<file path="config.mk">
export PLATFORM = sky130hd
export DESIGN_NAME = dual_match_timer
export DESIGN_NICKNAME = d
export VERILOG_FILES = /design/src/rtl/dual_timer_pkg.sv /design/src/rtl/tick_prescaler.sv /design/src/rtl/byte_counter.sv /design/src/rtl/dual_match_timer.sv
export SDC_FILE = /design/constraint.sdc
export NUM_CORES = 1
export LEC_CHECK = 0
export ABC_AREA = 1
export BUFFER_PORTS_ARGS = -buffer_cell sky130_fd_sc_hd__buf_2
export CAP_MARGIN = 10
export CORE_MARGIN = 4
export CORE_UTILIZATION = 61
export CTS_CLUSTER_DIAMETER = 120
export DETAILED_ROUTE_END_ITERATION = 16
export GPL_TIMING_DRIVEN = 0
export PLACE_DENSITY_LB_ADDON = 0.12
export SYNTH_ARGS = -nofsm -noshare
export SYNTH_HDL_FRONTEND = slang
export SYNTH_HIERARCHICAL = 1
export SYNTH_SLANG_ARGS = --single-unit
</file>
<file path="constraint.sdc">
create_clock -name clk -period 4.1 [get_ports clk]
set_input_delay 0.205 -clock clk [delete_from_list [all_inputs] [get_ports clk]]
set_output_delay 0.205 -clock clk [all_outputs]
set_load 0.005 [all_outputs]
</file>
<file path="src/rtl/dual_timer_pkg.sv">
// Package: shared constants and clock-select decoding for the dual match timer.
// Assumes a prescaler counter of at least 12 bits so the ÷4096 tap exists.
package dual_timer_pkg;

    localparam int CNT_W = 8;
    localparam int PRE_W = 12;

    // Timer 0 clock select code that picks the external clock.
    localparam logic [2:0] SEL_EXT = 3'b111;
    // Timer 1 clock select code that borrows timer 0's tick.
    localparam logic [1:0] SEL_T1_CHAIN = 2'b11;

    // Map a timer 0 select code to the prescaler tap index (tap k divides by 2^(k+1)).
    function automatic int t0_tap(input logic [2:0] sel);
        case (sel)
            3'b000:  return 0;
            3'b001:  return 1;
            3'b010:  return 3;
            3'b011:  return 5;
            3'b100:  return 7;
            3'b101:  return 9;
            default: return 11;
        endcase
    endfunction

    // Map a timer 1 select code (00..10) to the prescaler tap index.
    function automatic int t1_tap(input logic [1:0] sel);
        case (sel)
            2'b00:   return 0;
            2'b01:   return 5;
            default: return 9;
        endcase
    endfunction

endpackage

</file>
<file path="src/rtl/tick_prescaler.sv">
// Module: free-running power-of-two prescaler plus external clock edge detector.
// Produces one-cycle tick taps, where tap k pulses once every 2^(k+1) cycles.
// Assumes ext_clk is asynchronous and its high and low phases each last at least two clk cycles.
module tick_prescaler #(
    parameter int PRE_W = 12
) (
    input  logic             clk,
    input  logic             rst_n,
    input  logic             ext_clk,
    output logic [PRE_W-1:0] taps,
    output logic             ext_tick
);

    logic [PRE_W-1:0] pre_cnt;
    logic [2:0]       ext_sync;

    // Free-running divider counter.
    always_ff @(posedge clk) begin
        if (!rst_n) pre_cnt <= '0;
        else        pre_cnt <= pre_cnt + 1'b1;
    end

    // Tap k is high while the low k+1 bits are all ones: one cycle per 2^(k+1).
    for (genvar k = 0; k < PRE_W; k++) begin : g_tap
        assign taps[k] = &pre_cnt[k:0];
    end

    // Two-flop synchronizer plus one history flop for edge detection.
    always_ff @(posedge clk) begin
        if (!rst_n) ext_sync <= '0;
        else        ext_sync <= {ext_sync[1:0], ext_clk};
    end

    assign ext_tick = ext_sync[1] & ~ext_sync[2];

    // An external tick never lasts two cycles in a row.
    p_ext_tick_single_r4: assert property (@(posedge clk) disable iff (!rst_n)
        ext_tick |=> !ext_tick);

endmodule

</file>
<file path="src/rtl/byte_counter.sv">
// Module: one byte of the match counter.
// Steps by one on an enabled tick when step is high, and clears on start or on a wrap request.
// Assumes the parent decides the wrap condition (own match or full 16-bit match).
module byte_counter #(
    parameter int CNT_W = 8
) (
    input  logic             clk,
    input  logic             rst_n,
    input  logic             tick,
    input  logic             en,
    input  logic             start,
    input  logic             step,
    input  logic             wrap_clr,
    input  logic [CNT_W-1:0] cmp,
    output logic [CNT_W-1:0] count,
    output logic             eq
);

    logic adv;
    assign adv = tick & en;

    // Count register: start wins, then wrap-to-zero, then increment.
    always_ff @(posedge clk) begin
        if (!rst_n)                count <= '0;
        else if (start)            count <= '0;
        else if (adv && wrap_clr)  count <= '0;
        else if (adv && step)      count <= count + 1'b1;
    end

    assign eq = (count == cmp);

    p_clear_on_match_r3: assert property (@(posedge clk) disable iff (!rst_n)
        (adv && wrap_clr) |=> (count == '0));
    p_start_clears_r10: assert property (@(posedge clk) disable iff (!rst_n)
        start |=> (count == '0));
    p_hold_when_idle_r9: assert property (@(posedge clk) disable iff (!rst_n)
        (!start && !adv) |=> $stable(count));

endmodule

</file>
<file path="src/rtl/dual_match_timer.sv">
// Module: top of the dual 8-bit match timer with an optional 16-bit cascade.
// Selects each timer's tick, wires the two byte counters independently or chained,
// and keeps the sticky flags and toggle flops.
// Assumes configuration inputs are synchronous to clk. Start and clear inputs are one-cycle pulses.
module dual_match_timer
    import dual_timer_pkg::*;
#(
    parameter int W  = CNT_W,
    parameter int PW = PRE_W
) (
    input  logic         clk,
    input  logic         rst_n,
    input  logic         ext_clk,
    input  logic [2:0]   t0_sel,
    input  logic [1:0]   t1_sel,
    input  logic         cascade,
    input  logic         t0_en,
    input  logic         t1_en,
    input  logic         t0_start,
    input  logic         t1_start,
    input  logic [W-1:0] t0_cmp,
    input  logic [W-1:0] t1_cmp,
    input  logic         t0_oe,
    input  logic         t1_oe,
    input  logic         t0_flag_clr,
    input  logic         t1_flag_clr,
    output logic         t0_flag,
    output logic         t1_flag,
    output logic         t0_out,
    output logic         t1_out
);

    logic [PW-1:0] taps;
    logic          ext_tick;
    logic          tick0, tick1;
    logic          casc;
    logic [W-1:0]  lo_cnt, hi_cnt;
    logic          lo_eq, hi_eq;
    logic          lo_wrap, hi_wrap, hi_step;
    logic          en1, start1;
    logic          run0, run1;
    logic          ev_lo, ev_hi, ev_full;
    logic          t0_tog, t1_tog;

    tick_prescaler #(.PRE_W(PW)) u_pre (
        .clk      (clk),
        .rst_n    (rst_n),
        .ext_clk  (ext_clk),
        .taps     (taps),
        .ext_tick (ext_tick)
    );

    // Tick selection for both timers.
    always_comb begin
        tick0 = (t0_sel == SEL_EXT) ? ext_tick : taps[t0_tap(t0_sel)];
        tick1 = (t1_sel == SEL_T1_CHAIN) ? tick0 : taps[t1_tap(t1_sel)];
    end

    assign casc = cascade && (t1_sel == SEL_T1_CHAIN);

    // Controls for the two bytes in each mode.
    always_comb begin
        run0    = tick0 & t0_en & ~t0_start;
        en1     = casc ? t0_en : t1_en;
        start1  = t1_start | (casc & t0_start);
        run1    = tick1 & en1 & ~start1;
        ev_lo   = ~casc & run0 & lo_eq;
        ev_hi   = ~casc & run1 & hi_eq;
        ev_full =  casc & run0 & lo_eq & hi_eq;
        lo_wrap = casc ? (lo_eq & hi_eq) : lo_eq;
        hi_wrap = casc ? (lo_eq & hi_eq) : hi_eq;
        hi_step = casc ? (&lo_cnt) : 1'b1;
    end

    byte_counter #(.CNT_W(W)) u_lo (
        .clk (clk), .rst_n (rst_n), .tick (tick0), .en (t0_en),
        .start (t0_start), .step (1'b1), .wrap_clr (lo_wrap),
        .cmp (t0_cmp), .count (lo_cnt), .eq (lo_eq)
    );

    byte_counter #(.CNT_W(W)) u_hi (
        .clk (clk), .rst_n (rst_n), .tick (tick1), .en (en1),
        .start (start1), .step (hi_step), .wrap_clr (hi_wrap),
        .cmp (t1_cmp), .count (hi_cnt), .eq (hi_eq)
    );

    // Sticky interrupt flags: a match beats a clear in the same cycle.
    always_ff @(posedge clk) begin
        if (!rst_n) begin
            t0_flag <= 1'b0;
            t1_flag <= 1'b0;
        end else begin
            t0_flag <= (ev_lo | ev_full) | (t0_flag & ~t0_flag_clr);
            t1_flag <= ev_hi | (t1_flag & ~t1_flag_clr);
        end
    end

    // Toggle flops: timer 1 also flips on a full 16-bit match.
    always_ff @(posedge clk) begin
        if (!rst_n) begin
            t0_tog <= 1'b0;
            t1_tog <= 1'b0;
        end else begin
            t0_tog <= t0_tog ^ ev_lo;
            t1_tog <= t1_tog ^ (ev_hi | ev_full);
        end
    end

    assign t0_out = t0_tog & t0_oe;
    assign t1_out = t1_tog & t1_oe;

    p_flag_match_wins_r11: assert property (@(posedge clk) disable iff (!rst_n)
        ((ev_lo || ev_full) && t0_flag_clr) |=> t0_flag);
    p_no_t1_flag_cascaded_r7: assert property (@(posedge clk) disable iff (!rst_n)
        (casc && !t1_flag) |=> !t1_flag);
    p_t0_pin_quiet_cascaded_r7: assert property (@(posedge clk) disable iff (!rst_n)
        casc |=> $stable(t0_tog));
    p_full_needs_both_r6: assert property (@(posedge clk) disable iff (!rst_n)
        (casc && t0_en && !t0_start && !t1_start && tick0 && !(lo_eq && hi_eq) && !(&lo_cnt))
            |=> $stable(hi_cnt));

endmodule

</file>
==> results.yml, run 1 <==
outcome:
  run_status: "finished, final reports clean"
global_route:
  global_route.usage.met2: 0.393
  total_global_routing_overflow: 0
  gr-usage-all-layers: 0.212
  grt_start_max_net_pins: 14
  grt_pass1_wl_mm: 7.52
  grt.met3_usage: 0.0535
  grt_antenna_before_repair: 0
  first_global_vias: 1903
  global_route.usage.met1: 0.225
  globalRoute.busiestLayer: "met2"
sta:
  layout_worst_path_cycle_share: 0.685
  timing_max_transition_violations_final: 0
  max_freq_mhz: 356
  setup_viol: 0
  clk_skew_ps: 6.74
  grt_setup_unrepaired: "false"
  setup_tns_ps: 0
  fin_worst_hold_slack_ps: 89.9
  worst_slack_ps: 1290
  timing.final.crit_period_ps: 2810
  finalHoldViolCount: 0
setup_path:
  timing.rr.end: "u_hi/count[5]$_SDFFE_PP0P_"
  worst-path-buf-inv: 1
  timing.rr.start: "u_pre/pre_cnt[0]$_SDFF_PN0_"
  crit_type: "reg2reg"
  crit_required_ps: 4290
  worst_path_max_delay_cell: "dfxtp_1"
  cp_cell_sequence: "ha_1 > nand3_2 > nor3_1 > ha_1 > inv_1 > nand3_1 > nand3_1 > nand2_1 > a21oi_1 > nand2_1 > nand2_2 > a21oi_1 > nand3_4 > nor2_4 > nand3_1 > nand2_1 > nor2_1"
  cp.arrival_ps: 2990
  critical_path_cell_count: 17
  worstRegToRegCells: 17
  endpoint_kind_of_the_worst_setup_timing_path: "flop"
  setup.worst_path.start_class: "flop"
  ff2ff_setup_slack_ps: 1290
  max_stage_delay_ps: 410
  worst-path-max-fanout: 6
  cp_top_family: "simple AND/OR/NAND/NOR gates"
clock_network:
  clock_insertion_delay_worst_skew_ps: 290
  tritoncts.num_buffers: 5
  cts_hold_repair.buffers: 0
  clock_tree_from_tritoncts: "built"
  root_buffer: "clkbuf_8"
  path_clk_slew_ps: 80
  resized_gates_after_cts: 0
  cts_post_setup_buffers_inserted: 0
  cts_sinks: 35
  cts_max_path_buffers: 2
  clock_tree.htree_level_count: 2
power_and_ir_drop:
  pwr_cell_area_nw_per_um2: 265
  post-layout-total-power_uw: 689
  p_seq_frac: 0.505
  sw_power_uw: 190
  power_leakage_uw: 0.00127
  switching_share: 0.276
  ir_drop_uv: 285
  combPwrFrac: 0.122
  clock_power_share: 0.373
  internal_power_summed_over_all_cells_uw: 499
drt:
  starting_drc_count_in_detailed_routing: 137
  route.detailed.drc: 0
  drtAntennaViolNets: 0
  post_drt_via_cell_ratio: 4.96
  routed_wl_mm: 4.53
  first_pass_iters: 4
  wire_per_inst_um: 10.5
  via_count: 2149
floorplanning:
  die_width_um: 68.8
  floorplan.core_area_um2: 3440
  floorplan.die_area_um2: 4740
  start_util: 0.656
  ios: 37
  fp.dieH_um: 68.8
  num_rows: 21
logic_synthesis:
  syn_avg_cell_area_um2: 6.60
  syn-cell-area_um2: 2260
  yosysWarnings: 6
  instance_count_of_the_mapped_netlist: 342
cells_and_area:
  antenna_cells: 0
  commonest_non_fill_non_tap_cells_in_the_layout: "nand2_1 (84), inv_1 (55), nor2_1 (49)"
  layout_commonest_cell: "nand2_1"
  areaGrowthSynthToFinish_pct: 14.8
  num-nets-final: 425
  fin_cells: 433
  fillCellCount: 310
  drive_gt1_frac: 0.194
min_path:
  whs_endpoint: "u_pre/ext_sync[0]$_SDFF_PN0_"
  worstHoldPathCells: 3
  min_from: "ext_clk"
  worstHoldPathType: "in2reg"
place:
  final_estimated_routing_congestion_in_global_placement: 0.842
  number_of_placed_instances_with_taps_included: 425
  buffer_ports.inserted: 36
  place_ws_ps: 1340
  detailedPlacementHpwl_mm: 3.49
job:
  drv_cap: 0
final cells by class:
cell class	instances	area, um^2	area share
Timing Repair Buffer	36	180	0.0695
Tap cell	46	57.6	0.0222
Clock inverter	3	25.0	0.00965
Multi-Input combinational cell	249	1330	0.514
Sequential cell	35	701	0.270
Buffer	2	11.3	0.00434
Clock buffer	5	68.8	0.0265
Inverter	57	216	0.0835
through the flow:
| step | util | cell area, um^2 |
|---|---|---|
| after detailed placement | 0.726 | 2500 |
| after global routing | 0.754 | 2590 |
| after floorplan | - | 2260 |
| after global placement | 0.726 | 2500 |
| after CTS | 0.754 | 2590 |
| final | 0.754 | 2590 |
metal layers:
layer,vias to the layer above,part of all wire
met5,-,0
met4,0,0.020
met3,11,0.057
met2,51,0.50
met1,940,0.43
li1,1147,-
worst max-delay path by stage:
stage                                           start                         end  slack (ps)
after floorplan           u_pre/pre_cnt[0]$_SDFF_PN0_  u_hi/count[5]$_SDFFE_PP0P_        1720
after global placement    u_pre/pre_cnt[0]$_SDFF_PN0_  u_hi/count[7]$_SDFFE_PP0P_        1400
after detailed placement  u_pre/pre_cnt[0]$_SDFF_PN0_  u_hi/count[5]$_SDFFE_PP0P_        1340
after CTS                 u_pre/pre_cnt[0]$_SDFF_PN0_  u_hi/count[5]$_SDFFE_PP0P_        1290
after global routing      u_pre/pre_cnt[0]$_SDFF_PN0_  u_hi/count[7]$_SDFFE_PP0P_        1050
final                     u_pre/pre_cnt[0]$_SDFF_PN0_  u_hi/count[5]$_SDFFE_PP0P_        1290
worst reg2reg max path, delay by kind of cell (launching register included):
| family | cells | cell delay [ps] |
|---|---|---|
| buffers and inverters | 1 | 40 |
| flip-flops | 1 | 410 |
| AO/OA/AOI/OAI | 2 | 390 |
| AND/OR/NAND/NOR | 12 | 1420 |
| adder cells (fa/ha/maj) | 2 | 460 |
power groups by stage:
stage | registers (uW) | clock network, uW | logic (uW)
2_1_floorplan | 355 | 0 | 53.6
3_3_place_gp | 356 | 0 | 81.1
3_5_place_dp | 356 | 0 | 83.3
4_1_cts | 348 | 263 | 84.3
5_1_grt | 348 | 279 | 94.8
6_report | 348 | 257 | 83.7
state kept, by name, summed over array words and instances (netlist names):
register        flops
t0_flag             1
t0_tog              1
t1_flag             1
t1_tog              1
u_hi/count          8
u_lo/count          8
u_pre/ext_sync      3
u_pre/pre_cnt      12
(Power assumes the default switching activity.)
==> inputs of run 2 (changes only) <==
--- a/config.mk
+++ b/config.mk
@@ -9,7 +9,7 @@
 export BUFFER_PORTS_ARGS = -buffer_cell sky130_fd_sc_hd__buf_2
 export CAP_MARGIN = 10
 export CORE_MARGIN = 4
-export CORE_UTILIZATION = 61
+export CORE_UTILIZATION = 56
 export CTS_CLUSTER_DIAMETER = 120
 export DETAILED_ROUTE_END_ITERATION = 16
 export GPL_TIMING_DRIVEN = 0
==> constraint.sdc (replaced) <==
create_clock -name clk -period 2.81 [get_ports clk]
set_input_delay 0.1405 -clock clk [delete_from_list [all_inputs] [get_ports clk]]
set_output_delay 0.1405 -clock clk [all_outputs]
set_load 0.005 [all_outputs]
==> run 2 against run 1 <==
Clock-buffer cell count up 3. Clock skew down 1.3 ps. Combinational power up 47%. Die area up 7.9%. Global-route usage down 2.6 points. Via count down 1.7%. Core utilization down 6.1 points. Routed wire length down 1.4%. Critical endpoint unchanged.
==> results.yml, run 2 (same netlist as run 1, synthesis figures left out) <==
setup_path:
  worst_path_max_delay_cell: "dfxtp_1"
  worst-path-max-fanout: 6
  endpoint_kind_of_the_worst_setup_timing_path: "flop"
  setup.worst_path.start_class: "flop"
  critical_path.startpoint: "u_pre/pre_cnt[0]$_SDFF_PN0_"
  crit_required_ps: 3000
  cp_top_family: "simple AND/OR/NAND/NOR gates"
  max_stage_delay_ps: 400
  cp_cell_sequence: "ha_1 > nand3_2 > nor3_2 > ha_1 > inv_1 > nand3_1 > nand3_1 > nand2_1 > a21oi_1 > nand2_1 > nand2_2 > a21oi_2 > nand3_4 > nor2_4 > nand3_1 > nand2_1 > nor2_1"
  cp.arrival_ps: 2690
  worst-path-buf-inv: 1
  crit_type: "reg2reg"
  timing.rr.start: "u_pre/pre_cnt[0]$_SDFF_PN0_"
  ff2ff_setup_slack_ps: 300
floorplanning:
  start_util: 0.599
  floorplan.die_area_um2: 5110
  fp.dieH_um: 71.5
  die_width_um: 71.5
  num_rows: 22
  ios: 37
  floorplan.core_area_um2: 3770
power_and_ir_drop:
  p_seq_frac: 0.492
  post-layout-total-power_uw: 1030
  ir_drop_uv: 263
  combPwrFrac: 0.119
  sw_power_uw: 257
  power_leakage_uw: 0.00128
  pwr_cell_area_nw_per_um2: 395
  internal_power_summed_over_all_cells_uw: 774
  clock_power_share: 0.389
  switching_share: 0.249
sta:
  fin_worst_hold_slack_ps: 37.7
  setup_viol: 0
  max_freq_mhz: 399
  finalHoldViolCount: 0
  worst_slew_pin_slew_ps: 504
  timing_max_transition_violations_final: 0
  clk_skew_ps: 5.44
  setup_tns_ps: 0
  slew-limit-headroom: 0.661
  timing.final.crit_period_ps: 2510
  layout_worst_path_cycle_share: 0.892
  grt_setup_unrepaired: "false"
global_route:
  first_global_vias: 1918
  grt_pass1_wl_mm: 7.79
  global_route.usage.met2: 0.318
  global_route.usage.met1: 0.228
  gr-usage-all-layers: 0.187
  grt_start_max_net_pins: 11
  total_global_routing_overflow: 0
  grt_antenna_before_repair: 0
  grt.met3_usage: 0.0519
  globalRoute.busiestLayer: "met2"
clock_network:
  cts_sinks: 35
  cts_max_path_buffers: 2
  clock_tree_from_tritoncts: "built"
  path_clk_slew_ps: 70
  cts_post_setup_buffers_inserted: 0
  root_buffer: "clkbuf_8"
  cts_hold_repair.buffers: 0
  clock_tree.htree_level_count: 2
  clock_insertion_delay_worst_skew_ps: 290
  resized_gates_after_cts: 0
  tritoncts.num_buffers: 5
drt:
  first_pass_iters: 4
  post_drt_via_cell_ratio: 4.86
  starting_drc_count_in_detailed_routing: 88
  via_count: 2113
  drtAntennaViolNets: 0
  wire_per_inst_um: 10.3
  route.detailed.drc: 0
  routed_wl_mm: 4.47
cells_and_area:
  layout_commonest_cell: "nand2_1"
  areaGrowthSynthToFinish_pct: 15.6
  largest_registers: "u_pre/pre_cnt: 12 flops, u_hi/count: 8 flops, u_lo/count: 8 flops"
  antenna_cells: 0
  top_register: "u_pre/pre_cnt"
  num-nets-final: 425
  commonest_non_fill_non_tap_cells_in_the_layout: "nand2_1 (84), inv_1 (55), nor2_1 (49)"
  drive_gt1_frac: 0.196
  largest_register_ffs: 12
  fillCellCount: 347
  stdcell_area_um2: 2610
outcome:
  run_status: "finished, final reports clean"
place:
  buffer_ports.inserted: 36
  dpl-instance-area_um2: 2500
  detailedPlacementHpwl_mm: 3.51
  final_estimated_routing_congestion_in_global_placement: 0.833
min_path:
  worstHoldPathType: "in2reg"
  min_from: "ext_clk"
job:
  drv_cap: 0
==> run 2: cell types whose count changed in the layout (fill, tap and decap cells not counted), sizes merged <==
cell      change
clkbuf        +3
clkinv        -2
clkinvlp      -1
==> run 2: stage by stage <==
step | worst slack (ps) | instances | utilization
after floorplan | 435 | 343 | -
after global placement | 94.0 | 427 | 0.664
after detailed placement | 97.5 | 427 | 0.664
after CTS | 73.0 | 435 | 0.690
after global routing | 25.0 | 435 | 0.692
final | 303 | 435 | 0.692
==> run 2: cell type report <==
type | count | area (um^2) | share of cell area
Tap cell | 48 | 60.1 | 0.0230
Buffer | 2 | 11.3 | 0.00431
Sequential cell | 35 | 701 | 0.268
Inverter | 57 | 216 | 0.0829
Timing Repair Buffer | 36 | 180 | 0.0690
Multi-Input combinational cell | 249 | 1340 | 0.514
Clock buffer | 8 | 100 | 0.0383
==> run 2: per-layer routing <==
| layer | part of all wire | vias to the layer above | wire [um] |
|---|---|---|---|
| met5 | 0 | - | 0 |
| met4 | 0.017 | 0 | 74 |
| met3 | 0.064 | 8 | 288 |
| met2 | 0.45 | 44 | 2030 |
| met1 | 0.46 | 916 | 2070 |
| li1 | - | 1145 | - |
==> run 2: path summary, 6_finish.rpt <==
check	end	cells past startpoint
worst max register to register	u_hi/count[5]$_SDFFE_PP0P_	17
worst min-delay path	u_pre/ext_sync[0]$_SDFF_PN0_	3
worst max-delay path	u_hi/count[5]$_SDFFE_PP0P_	17
worst min register to register	u_pre/ext_sync[1]$_SDFF_PN0_	2
==> run 2: worst reg2reg max path, stage by stage, from the launching register on <==
cell and delay (ps):
dfxtp_1 400, ha_1 230, nand3_2 150, nor3_2 190, ha_1 170, inv_1 40, nand3_1 70, nand3_1 70
nand2_1 60, a21oi_1 50, nand2_1 70, nand2_2 80, a21oi_2 240, nand3_4 160, nor2_4 230, nand3_1 100
nand2_1 70, nor2_1 30
==> run 2: power by group through the flow <==
stage	Sequential (uW)	Combinational, uW	Clock [uW]
2_1_floorplan	518	78.2	0
3_3_place_gp	519	119	0
3_5_place_dp	519	121	0
4_1_cts	507	122	413
5_1_grt	508	141	434
6_report	507	123	401
==> inputs of run 3 (changes only) <==
--- a/config.mk
+++ b/config.mk
@@ -8,10 +8,13 @@
 export ABC_AREA = 1
 export BUFFER_PORTS_ARGS = -buffer_cell sky130_fd_sc_hd__buf_2
 export CAP_MARGIN = 10
+export CELL_PAD_IN_SITES_DETAIL_PLACEMENT = 0
+export CELL_PAD_IN_SITES_GLOBAL_PLACEMENT = 1
 export CORE_MARGIN = 4
-export CORE_UTILIZATION = 56
+export CORE_UTILIZATION = 40
 export CTS_CLUSTER_DIAMETER = 120
 export DETAILED_ROUTE_END_ITERATION = 16
+export GPL_ROUTABILITY_DRIVEN = 0
 export GPL_TIMING_DRIVEN = 0
 export PLACE_DENSITY_LB_ADDON = 0.12
 export SYNTH_ARGS = -nofsm -noshare
==> run 3 against run 2 <==
Register-to-register slack improved by 40 ps. Critical path type unchanged. Die area grew 35%. Hold slack worse by 3.7 ps. Via count down 2.9%. Design area rose by 1.1%. Clock-buffer cell count shrank 2. Final cell count up 5.5%. Largest power group unchanged.
==> results.yml, run 3 (same netlist as run 1, synthesis figures left out) <==
floorplanning:
  die_width_um: 83.1
  ios: 37
  num_rows: 27
  start_util: 0.410
  floorplan.core_area_um2: 5510
  fp.dieH_um: 83.1
  floorplan.die_area_um2: 6910
drt:
  route.detailed.drc: 0
  via_count: 2051
  post_drt_via_cell_ratio: 4.47
  routed_wl_mm: 4.56
  first_pass_iters: 4
  wire_per_inst_um: 9.93
  starting_drc_count_in_detailed_routing: 55
  drtAntennaViolNets: 0
cells_and_area:
  fin_cells: 459
  largest_registers: "u_pre/pre_cnt: 12 flops, u_hi/count: 8 flops, u_lo/count: 8 flops"
  stdcell_area_um2: 2640
  num-nets-final: 425
  antenna_cells: 0
  layout_commonest_cell: "nand2_1"
  top_register: "u_pre/pre_cnt"
  largest_register_ffs: 12
  fillCellCount: 591
  drive_gt1_frac: 0.196
  commonest_non_fill_non_tap_cells_in_the_layout: "nand2_1 (84), inv_1 (55), nor2_1 (49)"
  areaGrowthSynthToFinish_pct: 16.9
sta:
  layout_worst_path_cycle_share: 0.878
  setup_tns_ps: 0
  slew-limit-headroom: 0.664
  grt_setup_unrepaired: "false"
  timing.final.crit_period_ps: 2470
  worst_slew_pin_slew_ps: 500
  setup_viol: 0
  finalHoldViolCount: 0
  timing_max_transition_violations_final: 0
  max_freq_mhz: 405
  clk_skew_ps: 7.03
clock_network:
  resized_gates_after_cts: 1
  cts_max_path_buffers: 2
  cts_hold_repair.buffers: 0
  path_clk_slew_ps: 80
  clock_tree.htree_level_count: 2
  root_buffer: "clkbuf_8"
  clock_tree_from_tritoncts: "built"
  cts_sinks: 35
  cts_post_setup_buffers_inserted: 0
  clock_insertion_delay_worst_skew_ps: 290
  tritoncts.num_buffers: 5
power_and_ir_drop:
  ir_drop_uv: 178
  post-layout-total-power_uw: 988
  pwr_cell_area_nw_per_um2: 374
  power_leakage_uw: 0.00129
place:
  detailedPlacementHpwl_mm: 3.62
  dpl-instance-area_um2: 2530
  buffer_ports.inserted: 36
  number_of_placed_instances_with_taps_included: 451
outcome:
  run_status: "finished, final reports clean"
global_route:
  first_global_vias: 1904
  grt_antenna_before_repair: 0
  grt_start_max_net_pins: 12
  gr-usage-all-layers: 0.140
  total_global_routing_overflow: 0
  grt_pass1_wl_mm: 8.11
min_path:
  worstHoldPathType: "in2reg"
setup_path:
  crit_type: "reg2reg"
  worst-path-max-fanout: 6
  setup.worst_path.start_class: "flop"
  cp.arrival_ps: 2660
  endpoint_kind_of_the_worst_setup_timing_path: "flop"
  crit_required_ps: 3000
job:
  drv_cap: 0
## run 3: changes by cell type in the layout (fill, tap and decap cells not counted), sizes merged
| cell | change |
|---|---|
| clkbuf | -2 |
| clkinv | +1 |
| clkinvlp | +1 |
## run 3: worst paths after layout
path | from | endpoint | slack, ps | cells past startpoint
min reg2reg | u_pre/ext_sync[0]$_SDFF_PN0_ | u_pre/ext_sync[1]$_SDFF_PN0_ | 410 | 2
max reg2reg | u_pre/pre_cnt[0]$_SDFF_PN0_ | u_hi/count[5]$_SDFFE_PP0P_ | 340 | 17
max | u_pre/pre_cnt[0]$_SDFF_PN0_ | u_hi/count[5]$_SDFFE_PP0P_ | 340 | 17
min | ext_clk | u_pre/ext_sync[0]$_SDFF_PN0_ | 30 | 3
## run 3: layer usage
layer	vias to the layer above	share of wire	GRT usage
met1	874	0.47	0.166
li1	1141	-	-
met3	6	0.044	0.0437
met5	-	0	0
met2	30	0.47	0.241
met4	0	0.014	0.0446
## run 3: cell type report
cell class                      instances  area, um^2  share of cell area
Buffer                                  2        11.3             0.00427
Multi-Input combinational cell        249        1360               0.514
Clock inverter                          2        12.5             0.00474
Tap cell                               72        90.1              0.0341
Timing Repair Buffer                   36         180              0.0682
Clock buffer                            6        72.6              0.0275
Sequential cell                        35         701               0.265
Inverter                               57         216              0.0820
## run 3: where the power goes
part	internal (uW)	total, uW	switching (uW)
Combinational	49.4	124	74.8
Clock	173	357	184
Sequential	502	507	5.20
## run 3: per-stage QoR
stage	utilization	setup slack [ps]	hold WS, ps
6_report	0.479	343	33.9
5_1_grt	0.479	4.19	46.5
4_1_cts	0.476	114	21.8
3_5_place_dp	0.460	-1.87	328
3_3_place_gp	0.460	12.8	320
2_1_floorplan	-	435	238
## run 3: worst max-delay path: stages, from the launching register on
cell and delay, ps:
dfxtp_1 390, ha_1 230, nand3_2 170, nor3_4 200, ha_1 180, inv_1 40, nand3_1 60, nand3_1 70
nand2_1 70, a21oi_1 60, nand2_1 70, nand2_2 100, a21oi_4 200, nand3_4 150, nor2_4 210, nand3_1 80
nand2_1 60, nor2_1 40
